### config.mk
export PLATFORM = sky130hd
export DESIGN_NAME = dma_addr_bank
export DESIGN_NICKNAME = d
export VERILOG_FILES = /design/src/rtl/dma_bank_pkg.sv /design/src/rtl/dma_bus_decode.sv /design/src/rtl/dma_addr_reg.sv /design/src/rtl/dma_cfg_check.sv /design/src/rtl/dma_addr_bank.sv
export SDC_FILE = /design/constraint.sdc
export NUM_CORES = 1
export LEC_CHECK = 0
export ABC_CLOCK_PERIOD_IN_PS = 4500
export BUFFER_PORTS_ARGS = -buffer_cell sky130_fd_sc_hd__buf_2
export CAP_MARGIN = 15
export CORE_MARGIN = 8
export CORE_UTILIZATION = 55
export DETAILED_ROUTE_END_ITERATION = 6
export PLACE_DENSITY = 0.83
export SETUP_SLACK_MARGIN = 0.05
export SLEW_MARGIN = 25
export SYNTH_ARGS = -nofsm -noshare
export SYNTH_HDL_FRONTEND = slang
export SYNTH_SLANG_ARGS = --single-unit
### constraint.sdc
create_clock -name clk -period 4.5 [get_ports clk]
set_input_delay 0.9 -clock clk [delete_from_list [all_inputs] [get_ports clk]]
set_output_delay 0.9 -clock clk [all_outputs]
set_load 0.02 [all_outputs]
### src/rtl/dma_bank_pkg.sv
// dma_bank_pkg
// Shared types and checks for the DMA address register bank.
// Assumes 32-bit addresses whose bits 31..20 select a memory region.
package dma_bank_pkg;

    typedef enum logic [1:0] {
        XFER_BYTE = 2'd0,
        XFER_HALF = 2'd1,
        XFER_WORD = 2'd2,
        XFER_RSVD = 2'd3
    } xfer_size_e;

    localparam int ADDR_BITS   = 32;
    localparam int REGION_LSB  = 20;
    localparam int REGION_BITS = ADDR_BITS - REGION_LSB;

    // True when the upper field names one of the permitted regions.
    function automatic logic region_permitted(input logic [ADDR_BITS-1:0] a);
        logic [REGION_BITS-1:0] hi;
        hi = a[ADDR_BITS-1:REGION_LSB];
        return (hi == 12'h000) || (hi == 12'h1FF) ||
               (hi == 12'h200) || (hi == 12'h400);
    endfunction

    // True when the address is aligned to the given transfer size.
    function automatic logic size_aligned(input logic [ADDR_BITS-1:0] a,
                                          input logic [1:0] sz);
        logic ok;
        case (xfer_size_e'(sz))
            XFER_BYTE: ok = 1'b1;
            XFER_HALF: ok = (a[0] == 1'b0);
            XFER_WORD: ok = (a[1:0] == 2'b00);
            default:   ok = 1'b0;
        endcase
        return ok;
    endfunction

endpackage

### src/rtl/dma_bus_decode.sv
// dma_bus_decode
// Decodes a bus offset into one-hot source and destination register hits.
// Assumes each channel group sits at GROUP_BASE + STRIDE*ch, with the
// source register at +0 and the destination register at +4.
module dma_bus_decode #(
    parameter int NUM_CH     = 4,
    parameter int OFS_W      = 12,
    parameter int GROUP_BASE = 'h100,
    parameter int STRIDE     = 16,
    parameter int DST_OFS    = 4
) (
    input  logic              clk,
    input  logic              rst_n,
    input  logic [OFS_W-1:0]  ofs,
    output logic [NUM_CH-1:0] src_hit,
    output logic [NUM_CH-1:0] dst_hit,
    output logic              any_hit
);

    // Per-channel offset compare.
    for (genvar c = 0; c < NUM_CH; c++) begin : g_dec
        localparam logic [OFS_W-1:0] SRC_AT = OFS_W'(GROUP_BASE + STRIDE * c);
        localparam logic [OFS_W-1:0] DST_AT = OFS_W'(GROUP_BASE + STRIDE * c + DST_OFS);
        assign src_hit[c] = (ofs == SRC_AT);
        assign dst_hit[c] = (ofs == DST_AT);
    end

    // Combined hit for unmapped detection.
    assign any_hit = |{src_hit, dst_hit};

    // At most one register is selected per offset.
    assert_one_target_R2: assert property (@(posedge clk) disable iff (!rst_n)
        $onehot0({src_hit, dst_hit}));

endmodule

### src/rtl/dma_addr_reg.sv
// dma_addr_reg
// One 32-bit address register with a word-write enable.
// Assumes the enable is only raised for accepted full-word writes.
module dma_addr_reg #(
    parameter int DATA_W = 32
) (
    input  logic              clk,
    input  logic              rst_n,
    input  logic              wr_en,
    input  logic [DATA_W-1:0] wdata,
    output logic [DATA_W-1:0] q
);

    // Storage, cleared on reset and loaded on an accepted write.
    always_ff @(posedge clk) begin
        if (!rst_n)
            q <= '0;
        else if (wr_en)
            q <= wdata;
    end

    // Without a write the register holds its value.
    assert_hold_without_write_R3: assert property (@(posedge clk) disable iff (!rst_n)
        !wr_en |=> $stable(q));

    // An accepted write lands in the next cycle.
    assert_load_on_write_R2: assert property (@(posedge clk) disable iff (!rst_n)
        wr_en |=> (q == $past(wdata)));

endmodule

### src/rtl/dma_cfg_check.sv
// dma_cfg_check
// Per-channel sticky configuration error, evaluated on a start pulse.
// Assumes the addresses and size codes are stable in the start cycle.
module dma_cfg_check
    import dma_bank_pkg::*;
(
    input  logic                 clk,
    input  logic                 rst_n,
    input  logic                 start,
    input  logic                 clr,
    input  logic [ADDR_BITS-1:0] src,
    input  logic [ADDR_BITS-1:0] dst,
    input  logic [1:0]           src_sz,
    input  logic [1:0]           dst_sz,
    output logic                 err
);

    logic region_bad;
    logic align_bad;
    logic fault;

    // Region and alignment evaluation of the current programming.
    always_comb begin
        region_bad = !region_permitted(src) || !region_permitted(dst);
        align_bad  = !size_aligned(src, src_sz) || !size_aligned(dst, dst_sz);
        fault      = region_bad || align_bad;
    end

    // Sticky error bit: a failing start sets it, ahead of a clear.
    always_ff @(posedge clk) begin
        if (!rst_n)
            err <= 1'b0;
        else if (start && fault)
            err <= 1'b1;
        else if (clr)
            err <= 1'b0;
    end

    assert_region_fault_sets_R7: assert property (@(posedge clk) disable iff (!rst_n)
        (start && region_bad) |=> err);

    assert_align_fault_sets_R8: assert property (@(posedge clk) disable iff (!rst_n)
        (start && align_bad) |=> err);

    assert_clear_wins_idle_R9: assert property (@(posedge clk) disable iff (!rst_n)
        (clr && !start) |=> !err);

    assert_sticky_R9: assert property (@(posedge clk) disable iff (!rst_n)
        (!start && !clr) |=> $stable(err));

endmodule

### src/rtl/dma_addr_bank.sv
// dma_addr_bank
// Source/destination address registers for a multi-channel DMA controller,
// with size-checked bus writes and a deferred configuration error at start.
// Assumes one-cycle requests on bus_valid; every request is accepted in the
// following cycle. bus_addr is the byte offset from the controller base.
module dma_addr_bank
    import dma_bank_pkg::*;
#(
    parameter int NUM_CH     = 4,
    parameter int OFS_W      = 12,
    parameter int GROUP_BASE = 'h100,
    parameter int STRIDE     = 16
) (
    input  logic                       clk,
    input  logic                       rst_n,
    input  logic                       bus_valid,
    input  logic                       bus_write,
    input  logic [1:0]                 bus_size,
    input  logic [OFS_W-1:0]           bus_addr,
    input  logic [ADDR_BITS-1:0]       bus_wdata,
    output logic                       bus_ack,
    output logic                       bus_err,
    output logic [ADDR_BITS-1:0]       bus_rdata,
    input  logic [NUM_CH-1:0]          ch_start,
    input  logic [NUM_CH-1:0]          cfg_err_clr,
    input  logic [2*NUM_CH-1:0]        src_size,
    input  logic [2*NUM_CH-1:0]        dst_size,
    output logic [ADDR_BITS*NUM_CH-1:0] src_addr,
    output logic [ADDR_BITS*NUM_CH-1:0] dst_addr,
    output logic [NUM_CH-1:0]          cfg_err
);

    localparam int AW = ADDR_BITS;

    logic [NUM_CH-1:0] src_hit;
    logic [NUM_CH-1:0] dst_hit;
    logic              any_hit;
    logic              full_word;
    logic              wr_ok;
    logic [AW-1:0]     rd_mux;

    dma_bus_decode #(
        .NUM_CH    (NUM_CH),
        .OFS_W     (OFS_W),
        .GROUP_BASE(GROUP_BASE),
        .STRIDE    (STRIDE),
        .DST_OFS   (4)
    ) u_dec (
        .clk    (clk),
        .rst_n  (rst_n),
        .ofs    (bus_addr),
        .src_hit(src_hit),
        .dst_hit(dst_hit),
        .any_hit(any_hit)
    );

    // Write qualification: only full-word writes reach a register.
    always_comb begin
        full_word = (xfer_size_e'(bus_size) == XFER_WORD);
        wr_ok     = bus_valid && bus_write && full_word;
    end

    // Per-channel register pair and configuration checker.
    for (genvar c = 0; c < NUM_CH; c++) begin : g_ch
        logic [AW-1:0] s_q;
        logic [AW-1:0] d_q;

        dma_addr_reg #(.DATA_W(AW)) u_src (
            .clk  (clk),
            .rst_n(rst_n),
            .wr_en(wr_ok && src_hit[c]),
            .wdata(bus_wdata),
            .q    (s_q)
        );

        dma_addr_reg #(.DATA_W(AW)) u_dst (
            .clk  (clk),
            .rst_n(rst_n),
            .wr_en(wr_ok && dst_hit[c]),
            .wdata(bus_wdata),
            .q    (d_q)
        );

        dma_cfg_check u_chk (
            .clk   (clk),
            .rst_n (rst_n),
            .start (ch_start[c]),
            .clr   (cfg_err_clr[c]),
            .src   (s_q),
            .dst   (d_q),
            .src_sz(src_size[2*c +: 2]),
            .dst_sz(dst_size[2*c +: 2]),
            .err   (cfg_err[c])
        );

        assign src_addr[AW*c +: AW] = s_q;
        assign dst_addr[AW*c +: AW] = d_q;
    end

    // Read mux: OR of the selected register, zero when unmapped.
    always_comb begin
        rd_mux = '0;
        for (int c = 0; c < NUM_CH; c++) begin
            if (src_hit[c]) rd_mux = rd_mux | src_addr[AW*c +: AW];
            if (dst_hit[c]) rd_mux = rd_mux | dst_addr[AW*c +: AW];
        end
    end

    // Response register: accept, error and read data one cycle after request.
    always_ff @(posedge clk) begin
        if (!rst_n) begin
            bus_ack   <= 1'b0;
            bus_err   <= 1'b0;
            bus_rdata <= '0;
        end else begin
            bus_ack   <= bus_valid;
            bus_err   <= bus_valid && bus_write && !full_word;
            bus_rdata <= (bus_valid && !bus_write) ? rd_mux : '0;
        end
    end

    assert_ack_follows_req_R4: assert property (@(posedge clk) disable iff (!rst_n)
        bus_valid |=> bus_ack);

    assert_ack_single_R4: assert property (@(posedge clk) disable iff (!rst_n)
        !bus_valid |=> !bus_ack);

    assert_err_needs_ack_R4: assert property (@(posedge clk) disable iff (!rst_n)
        bus_err |-> bus_ack);

    assert_narrow_write_err_R3: assert property (@(posedge clk) disable iff (!rst_n)
        (bus_valid && bus_write && (bus_size != 2'd2)) |=> bus_err);

    assert_unmapped_read_zero_R5: assert property (@(posedge clk) disable iff (!rst_n)
        (bus_valid && !bus_write && !any_hit) |=> (bus_rdata == '0));

endmodule

==> results of run 1 <==
-- layer usage --
metal,up-vias,part of all wire,global-route usage
met4,2,0.062,0.201
met1,6646,0.36,0.415
met3,227,0.13,0.102
met5,-,0.00022,0
li1,5843,-,-
met2,1158,0.44,0.528
-- kinds of logic after synthesis --
logic type | after synthesis | synth area share
buffers and inverters | 139 | 0.0459
multiplexers | 217 | 0.198
flip-flops | 294 | 0.434
AND/OR/NAND/NOR | 434 | 0.165
AO/OA/AOI/OAI | 335 | 0.158
-- cell type report --
type                    instances  area [um^2]
repair buffers                399         2090
fillers                      1874         7660
clock inverters                10          158
well taps                     324          405
clock buffers                  45          898
flip-flops and latches        294         5890
multi-input cells             986         7140
diodes                          3         7.51
inverters                       2         7.51
-- worst reg2reg max path, delay by kind of cell, from the launching register on --
family / cells / cell delay [ps]
AO/OA/AOI/OAI: 2 / 980
AND/OR/NAND/NOR: 2 / 790
flip-flops: 1 / 480
-- where the power goes --
part,leakage [nW],internal [mW],switching (mW)
combinational,3.66,0.0885,0.210
clock,0.521,1.60,1.05
sequential,2.37,2.60,0.00103
total,6.55,4.30,1.27
-- worst paths after layout --
kind | start | endpoint | slack [ps]
worst min register to register | g_ch[3].u_src.q[18] | g_ch[3].u_src.q[18] | 470
worst max-delay path | bus_addr[7] | g_ch[1].u_dst.q[12] | 1390
worst min-delay path | g_ch[3].u_src.q[18] | g_ch[3].u_src.q[18] | 470
worst max register to register | g_ch[0].u_src.q[25] | g_ch[0].u_chk.err | 2110
-- placed cells by master (no fill, tap or decap), types with 12 or more instances in the layout --
master	Yosys	layout
mux2i_1	166	166
clkbuf_16	0	31
buf_2	12	363
nand4_1	43	43
o21ai_0	141	141
dfxtp_1	294	294
mux4_2	40	40
nand2_1	184	184
a211oi_1	12	12
o211ai_1	32	32
nand4b_1	12	12
a21boi_0	90	90
nand3_1	76	76
nor4_1	19	17
nor3_1	27	26
buf_4	8	35
-- flip-flops by register name, summed over array words and instances, names as in the netlist --
signal,count
g_ch.u_dst.q,128
g_ch.u_src.q,128
bus_rdata,32
g_ch.u_chk.err,4
bus_ack,1
bus_err,1
==> out/qor.yml, run 1 <==
worst_setup_path:
  slowest_delay_ps: 750
  crit_arrival_ps: 3590
  start_kind: "input pin"
  crit_path_max_fanout: 32
  crit_path_end_kind: "register"
  path_cells: "buf_2 -> or4b_1 -> or4_4 -> nor3b_4 -> buf_4 -> mux2i_1"
  cp_num_cells: 6
  slowest_stage: "or4_4"
  r2r_cells: 4
  worstSetupPathType: "input pin to register"
  required_ps: 4970
  worst-path-buf-inv: 2
  critPathTopFamily: "simple AND/OR/NAND/NOR gates"
die:
  die_w_um: 173
  die_y_um: 173
  core_area_um2: 24200
  ioPinCount: 368
  initial_utilization: 0.560
  rows: 57
  fp.dieArea_um2: 30000
logic_synthesis:
  synth-seq-cells: 294
  synthFlopType: "dfxtp_1"
  synth_area_per_cell_um2: 9.57
  synthTopCellsByCount: "dfxtp_1 (294), nand2_1 (184), mux2i_1 (166)"
  synth_nets: 1493
  yosysSeqAreaShare: 0.434
  yosysTopAreaCellShare: 0.434
  synth_area_um2: 13600
  synth_enable_flop_cells: 0
  synth_top_cell_by_area: "dfxtp_1"
  synthCells: 1419
  yosysMostFrequentCell: "dfxtp_1"
  synthTopCellsByArea: "dfxtp_1 (43%), mux2i_1 (12%), mux4_2 (6.6%), o21ai_0 (5.2%), nand2_1 (5.1%)"
  yosysWarnings: 0
  async_reset_ff_frac: 0
  synth.distinct_cells: 55
sta:
  grt_setup_unrepaired: "false"
  max_slew_margin: 0.315
  tns_ps: 0
  report.final.slew_viol_count: 0
  holdWs_ps: 470
  setup_viol_count_final: 0
  tightestPinTransition_ps: 1030
  finalHoldViolations: 0
  setup_slack_ps: 1390
  post-route-period-util: 0.692
  fin_crit_ps: 3110
  clock-skew-final_ps: 5.74
  fmaxAchievable_mhz: 321
routing:
  routed_wirelength_mm: 54.3
  viasPerCell: 6.73
  drtIter0Drc: 1940
  drc_errors: 0
  wl_per_cell_um: 26.3
  drt_pass1_iterations: 6
  detail-route-antenna-nets: 0
  vias: 13876
grt:
  grt_pass1_vias: 13468
  grt_pass1_wl_mm: 81.6
  grt_max_degree: 105
  antenna_found_initial: 4
  grt-ovfl-total: 0
  grt.total_usage: 0.341
cts:
  clockBufferDepth: 3
  clockRootBuffer: "clkbuf_16"
  cts_setup_buffers: 0
  cts_made_buffers: 31
  path_clk_slew_ps: 60
  htreeDepth: 1
  clock_latency_ps: 550
  clkSinkCount: 294
  cts_hold_buf: 0
  cts_resized: 0
  cts_tree: "yes"
place:
  placed_cells: 2005
  dp_slack_ps: 866
  dp_hpwl_mm: 36.6
  io_buffer_count: 367
  dpl-instance-area_um2: 15500
  place.gp.congestion: 0.950
pwr:
  p_per_area_nw_per_um2: 335
  max-vdd-ir-drop_mv: 0.292
  power.leakage_nw: 6.55
  finalPower_mw: 5.56
cells_and_area:
  final_nets: 1788
  drive_gt1_frac: 0.300
  finalNonFillerCells: 2063
  final_util: 0.684
  area_growth_pct: 22.2
  finalInstanceArea_um2: 16600
worst_hold_path:
  holdPathStages: 2
  min_path_type: "register to register"
run_status:
  status: "complete, no violations"
flow_run:
  drv_cap: 0
No activity file was read; power rests on OpenSTA's default activity.
==> inputs of run 2 (changes only) <==
- ABC_CLOCK_PERIOD_IN_PS: 4500 -> 3000
- CORE_UTILIZATION: 55 -> 53
- PLACE_DENSITY: 0.83 -> 0.81
- clock period: 4.5 -> 3 ns (I/O delays scaled with it)
==> run 2 against run 1 <==
- sequential power increased by 50%
- combinational power increased by 56%
- critical path depth decreased by 1
- first-iteration DRC count decreased by 2.8%
- largest cell class unchanged
- cell area increased by 2.0%
- power increased by 51%
- clock-buffer cell count decreased by 6
- core utilization decreased by 1.2 points
==> out/qor.yml, run 2 (synthesized netlist as in run 1, its figures left out) <==
die:
  fp.dieArea_um2: 31000
  ioPinCount: 368
  initial_utilization: 0.539
  core_area_um2: 25200
  die_w_um: 176
  rows: 58
  die_y_um: 176
pwr:
  finalPower_mw: 8.40
  power_frac_seq: 0.465
  power_frac_comb: 0.055
  p_switching_mw: 1.95
  intPower_mw: 6.45
  clkPwrFrac: 0.479
  p_per_area_nw_per_um2: 496
  p_sw_frac: 0.232
  power.leakage_nw: 6.70
  max-vdd-ir-drop_mv: 0.428
routing:
  routed_wirelength_mm: 54.4
  drt_pass1_iterations: 6
  wl_per_cell_um: 26.0
  vias: 13787
  viasPerCell: 6.60
  detail-route-antenna-nets: 0
  drc_errors: 0
  drtIter0Drc: 1885
worst_setup_path:
  reg2reg_from: "g_ch[0].u_src.q[25]"
  worstSetupPathType: "register to register"
  required_ps: 3430
  start_kind: "register"
  crit_arrival_ps: 2770
  crit_start: "g_ch[0].u_src.q[25]"
  crit_path_max_fanout: 5
  crit_path_end_kind: "register"
cts:
  cts_setup_buffers: 0
  htreeDepth: 1
  cts_hold_buf: 0
  cts_resized: 0
  cts_made_buffers: 30
  clkSinkCount: 294
  clock_latency_ps: 560
  clockRootBuffer: "clkbuf_16"
  cts_tree: "yes"
  path_clk_slew_ps: 70
  clockBufferDepth: 3
place:
  placed_cells: 2033
  io_buffer_count: 367
  dp_hpwl_mm: 37.7
  place.gp.congestion: 0.923
cells_and_area:
  final_nets: 1809
  final_cell_mix: "buf_2 (363), dfxtp_1 (294), nand2_1 (184), mux2i_1 (166), o21ai_0 (141)"
  area_growth_pct: 24.6
  drive_gt1_frac: 0.311
  finalNonFillerCells: 2089
  final_common_cell: "buf_2"
  final_util: 0.672
  top_regs: "g_ch.u_dst.q x128, g_ch.u_src.q x128, bus_rdata x32"
  fillers: 2012
sta:
  fmaxAchievable_mhz: 428
  max_slew_margin: 0.494
  fin_crit_ps: 2340
  tightestPinTransition_ps: 759
  clock-skew-final_ps: 11.0
  finalHoldViolations: 0
  tns_ps: 0
  post-route-period-util: 0.779
  report.final.slew_viol_count: 0
  setup_viol_count_final: 0
  grt_setup_unrepaired: "false"
grt:
  grt.total_usage: 0.333
  grt_pass1_wl_mm: 81.4
  grt_pass1_vias: 13418
  antenna_found_initial: 4
  grt-ovfl-total: 0
  grt_max_degree: 157
flow_run:
  drv_cap: 0
run_status:
  status: "complete, no violations"
worst_hold_path:
  min_path_type: "input pin to register"
  worstHoldStart: "bus_write"
[run 2: changes by cell type in the layout (fill, tap and decap cells not counted), moves of 2 or more]
cell / before / now
buf_12: 0 / 12
buf_4: 35 / 45
clkbuf_1: 7 / 1
clkinv_4: 1 / 3
clkinvlp_4: 0 / 2
[run 2: critical path, stage by stage (launching register included)]
cell	delay, ps
dfxtp_1	460
nand4_1	120
or4b_2	650
o41ai_1	650
buf_4	240
a31oi_1	80
[run 2: final timing paths]
| path | cells past startpoint | slack (ps) | to |
|---|---|---|---|
| setup / recovery | 5 | 660 | g_ch[0].u_chk.err |
| hold / removal | 2 | 330 | bus_err |
| hold reg to reg | 2 | 470 | g_ch[2].u_dst.q[7] |
| setup reg to reg | 5 | 660 | g_ch[0].u_chk.err |
[run 2: area by class of cell]
class | instances | area (um^2) | share of cell area
well taps | 330 | 413 | 0.0244
clock buffers | 39 | 876 | 0.0518
flip-flops and latches | 294 | 5890 | 0.348
multi-input cells | 986 | 7130 | 0.421
repair buffers | 421 | 2410 | 0.142
clock inverters | 15 | 198 | 0.0117
diodes | 2 | 5.00 | 0.000296
inverters | 2 | 7.51 | 0.000444
[run 2: per-layer routing]
layer,routed length [um],share of wire,vias to the layer above,GRT usage
met2,24500,0.45,1113,0.520
li1,-,-,5905,-
met3,7200,0.13,199,0.0951
met4,2990,0.055,4,0.168
met1,19700,0.36,6566,0.416
met5,22,0.00040,-,0
[run 2: power by group through the flow]
| stage | registers, mW | clock network, mW | logic [mW] |
|---|---|---|---|
| floorplan | 4.00 | 0 | 0.254 |
| global placement | 4.00 | 0 | 0.441 |
| detailed placement | 4.00 | 0 | 0.446 |
| CTS | 3.91 | 4.03 | 0.448 |
| global route | 3.91 | 4.19 | 0.483 |
| finish | 3.91 | 4.03 | 0.466 |
[run 2: stage by stage]
stage          hold slack (ps)  worst slack, ps  cell area (um^2)
6_report                   330              663             16900
5_1_grt                    342              659             16900
4_1_cts                    303              725             16900
3_5_place_dp               463              195             15800
3_3_place_gp               451              273             15800
2_1_floorplan              542              328             13600
==> inputs of run 3 (changes only) <==
- ABC_AREA: default -> 1
- ABC_CLOCK_PERIOD_IN_PS: 3000 -> 1850
- CORE_UTILIZATION: 53 -> 48
- PLACE_DENSITY: 0.81 -> 0.77
- clock period: 3 -> 1.85 ns (I/O delays scaled with it)
==> run 3 against run 2 <==
- die area rose by 7.7%
- wire length fell by 6.9%
- critical path type is now register to output port
- sequential share of layout area fell by 0.62 points
- register-to-register slack got worse by 190 ps
- clock skew rose by 8.9 ps
==> out/qor.yml, run 3 <==
grt:
  use_met2: 0.464
  grt.total_usage: 0.292
  grt_pass1_wl_mm: 78.3
  grt_use_met3: 0.0698
  met1_usage: 0.369
  busiest_layer: "met2"
  grt_pass1_vias: 14165
  grt-ovfl-total: 0
  grt_max_degree: 128
  antenna_found_initial: 2
logic_synthesis:
  synth.distinct_cells: 18
  synth_enable_flop_cells: 0
  synth_area_per_cell_um2: 6.85
  yosysSeqAreaShare: 0.441
  yosysWarnings: 0
  yosysMostFrequentCell: "dfxtp_1"
  synth_nets: 2023
  synth_area_um2: 13300
  synthTopCellsByCount: "dfxtp_1 (294), nand3_1 (284), inv_1 (277)"
  synthTopCellsByArea: "dfxtp_1 (44%), nand3_1 (11%), a21oi_1 (9.8%), o21ai_0 (8.7%), inv_1 (7.8%)"
  synthFlopType: "dfxtp_1"
  synth_top_cell_by_area: "dfxtp_1"
  async_reset_ff_frac: 0
  yosysTopAreaCellShare: 0.441
  synth-seq-cells: 294
  synthCells: 1949
die:
  ioPinCount: 368
  die_y_um: 183
  fp.dieArea_um2: 33400
  core_area_um2: 27600
  initial_utilization: 0.484
  die_w_um: 183
  rows: 61
cts:
  clkSinkCount: 294
  htreeDepth: 2
  clockBufferDepth: 3
  clock_latency_ps: 510
  path_clk_slew_ps: 60
  cts_hold_buf: 0
  clockRootBuffer: "clkbuf_16"
  cts_made_buffers: 34
  cts_setup_buffers: 0
  cts_tree: "yes"
  cts_resized: 0
run_status:
  status: "complete, no violations"
worst_setup_path:
  slowest_stage: "dfxtp_1"
  worstSetupPathType: "register to output port"
  worst-path-buf-inv: 1
  crit_path_end_kind: "output port"
  start_kind: "register"
  required_ps: 1480
  crit_arrival_ps: 1270
  crit_path_max_fanout: 5
  path_cells: "buf_2"
  slowest_delay_ps: 530
  critPathTopFamily: "flip-flops"
sta:
  setup_viol_count_final: 0
  setup_slack_ps: 208
  tightestPinTransition_ps: 818
  fmaxAchievable_mhz: 609
  grt_setup_unrepaired: "false"
  tns_ps: 0
  max_slew_margin: 0.454
  fin_crit_ps: 1640
  clock-skew-final_ps: 19.9
  post-route-period-util: 0.887
  finalHoldViolations: 0
  holdWs_ps: 120
  report.final.slew_viol_count: 0
routing:
  wl_per_cell_um: 18.7
  routed_wirelength_mm: 50.7
  drt_pass1_iterations: 7
  vias: 14949
  detail-route-antenna-nets: 0
  drc_errors: 0
  drtIter0Drc: 1540
  viasPerCell: 5.53
pwr:
  power.leakage_nw: 7.97
  p_per_area_nw_per_um2: 797
  max-vdd-ir-drop_mv: 0.620
place:
  dp_slack_ps: -249
  place.gp.congestion: 0.946
  dp_hpwl_mm: 36.2
  io_buffer_count: 367
worst_hold_path:
  min_path_type: "input pin to register"
cells_and_area:
  final_cell_mix: "buf_2 (366), dfxtp_1 (294), nand3_1 (281), inv_1 (277), a21oi_1 (260)"
  top_regs: "g_ch.u_dst.q x128, g_ch.u_src.q x128, bus_rdata x32"
  fillers: 2493
  drive_gt1_frac: 0.228
  final_util: 0.625
  final_nets: 2376
  area_growth_pct: 29.1
  final_common_cell: "buf_2"
flow_run:
  drv_cap: 0
## run 3: cell count changes in the layout (fill, tap and decap cells not counted), moves of 32 or more
| cell | delta |
|---|---|
| a21boi_0 | -90 |
| a21oi_1 | +253 |
| inv_1 | +276 |
| mux2i_1 | -166 |
| mux4_2 | -40 |
| nand2_1 | +66 |
| nand3_1 | +205 |
| nand4_1 | -43 |
| nor2_1 | +145 |
| o211ai_1 | -32 |
| o21ai_0 | +91 |
## run 3: metrics by stage
stage / instances / instance area, um^2 / total power [mW]
floorplan: 1949 / 13300 / 6.75
global placement: 2644 / 16100 / 7.04
detailed placement: 2644 / 16100 / 7.05
CTS: 2704 / 17200 / 13.8
global route: 2705 / 17200 / 14.1
finish: 2705 / 17200 / 13.7
## run 3: layout make-up
cell class	instances	area [um^2]	area share
Timing Repair Buffer	456	2820	0.164
Multi-Input combinational cell	1235	5860	0.340
Inverter	281	1050	0.0612
Sequential cell	294	5890	0.342
Antenna cell	1	2.50	0.000145
Clock buffer	50	1020	0.0593
Clock inverter	10	115	0.00668
Tap cell	378	473	0.0274
## run 3: path summary, 6_finish.rpt
kind	from	to	slack, ps	cells past startpoint
worst min-delay path	ch_start[2]	g_ch[2].u_chk.err	120	3
worst max register to register	g_ch[2].u_dst.q[22]	g_ch[2].u_chk.err	470	7
worst min register to register	g_ch[1].u_src.q[11]	g_ch[1].u_src.q[11]	460	2
worst max-delay path	g_ch[3].u_src.q[21]	src_addr[117]	210	1
## run 3: cell families after synthesis
family,after synthesis,synth area share
buf+inv,420,0.124
simple gates,711,0.233
compound gates,524,0.203
flops,294,0.441
## run 3: power by group
group          internal, mW  switching, mW  leakage (nW)
clock                  4.12           2.69         0.564
sequential             6.34        0.00302          2.37
combinational         0.177          0.410          5.04
## run 3: routing by layer
| metal | wire length (um) | vias up | part of all wire |
|---|---|---|---|
| met1 | 19900 | 6825 | 0.39 |
| met4 | 2470 | 2 | 0.049 |
| met5 | 8 | - | 0.00016 |
| met3 | 5620 | 168 | 0.11 |
| met2 | 22700 | 884 | 0.45 |
| li1 | - | 7070 | - |
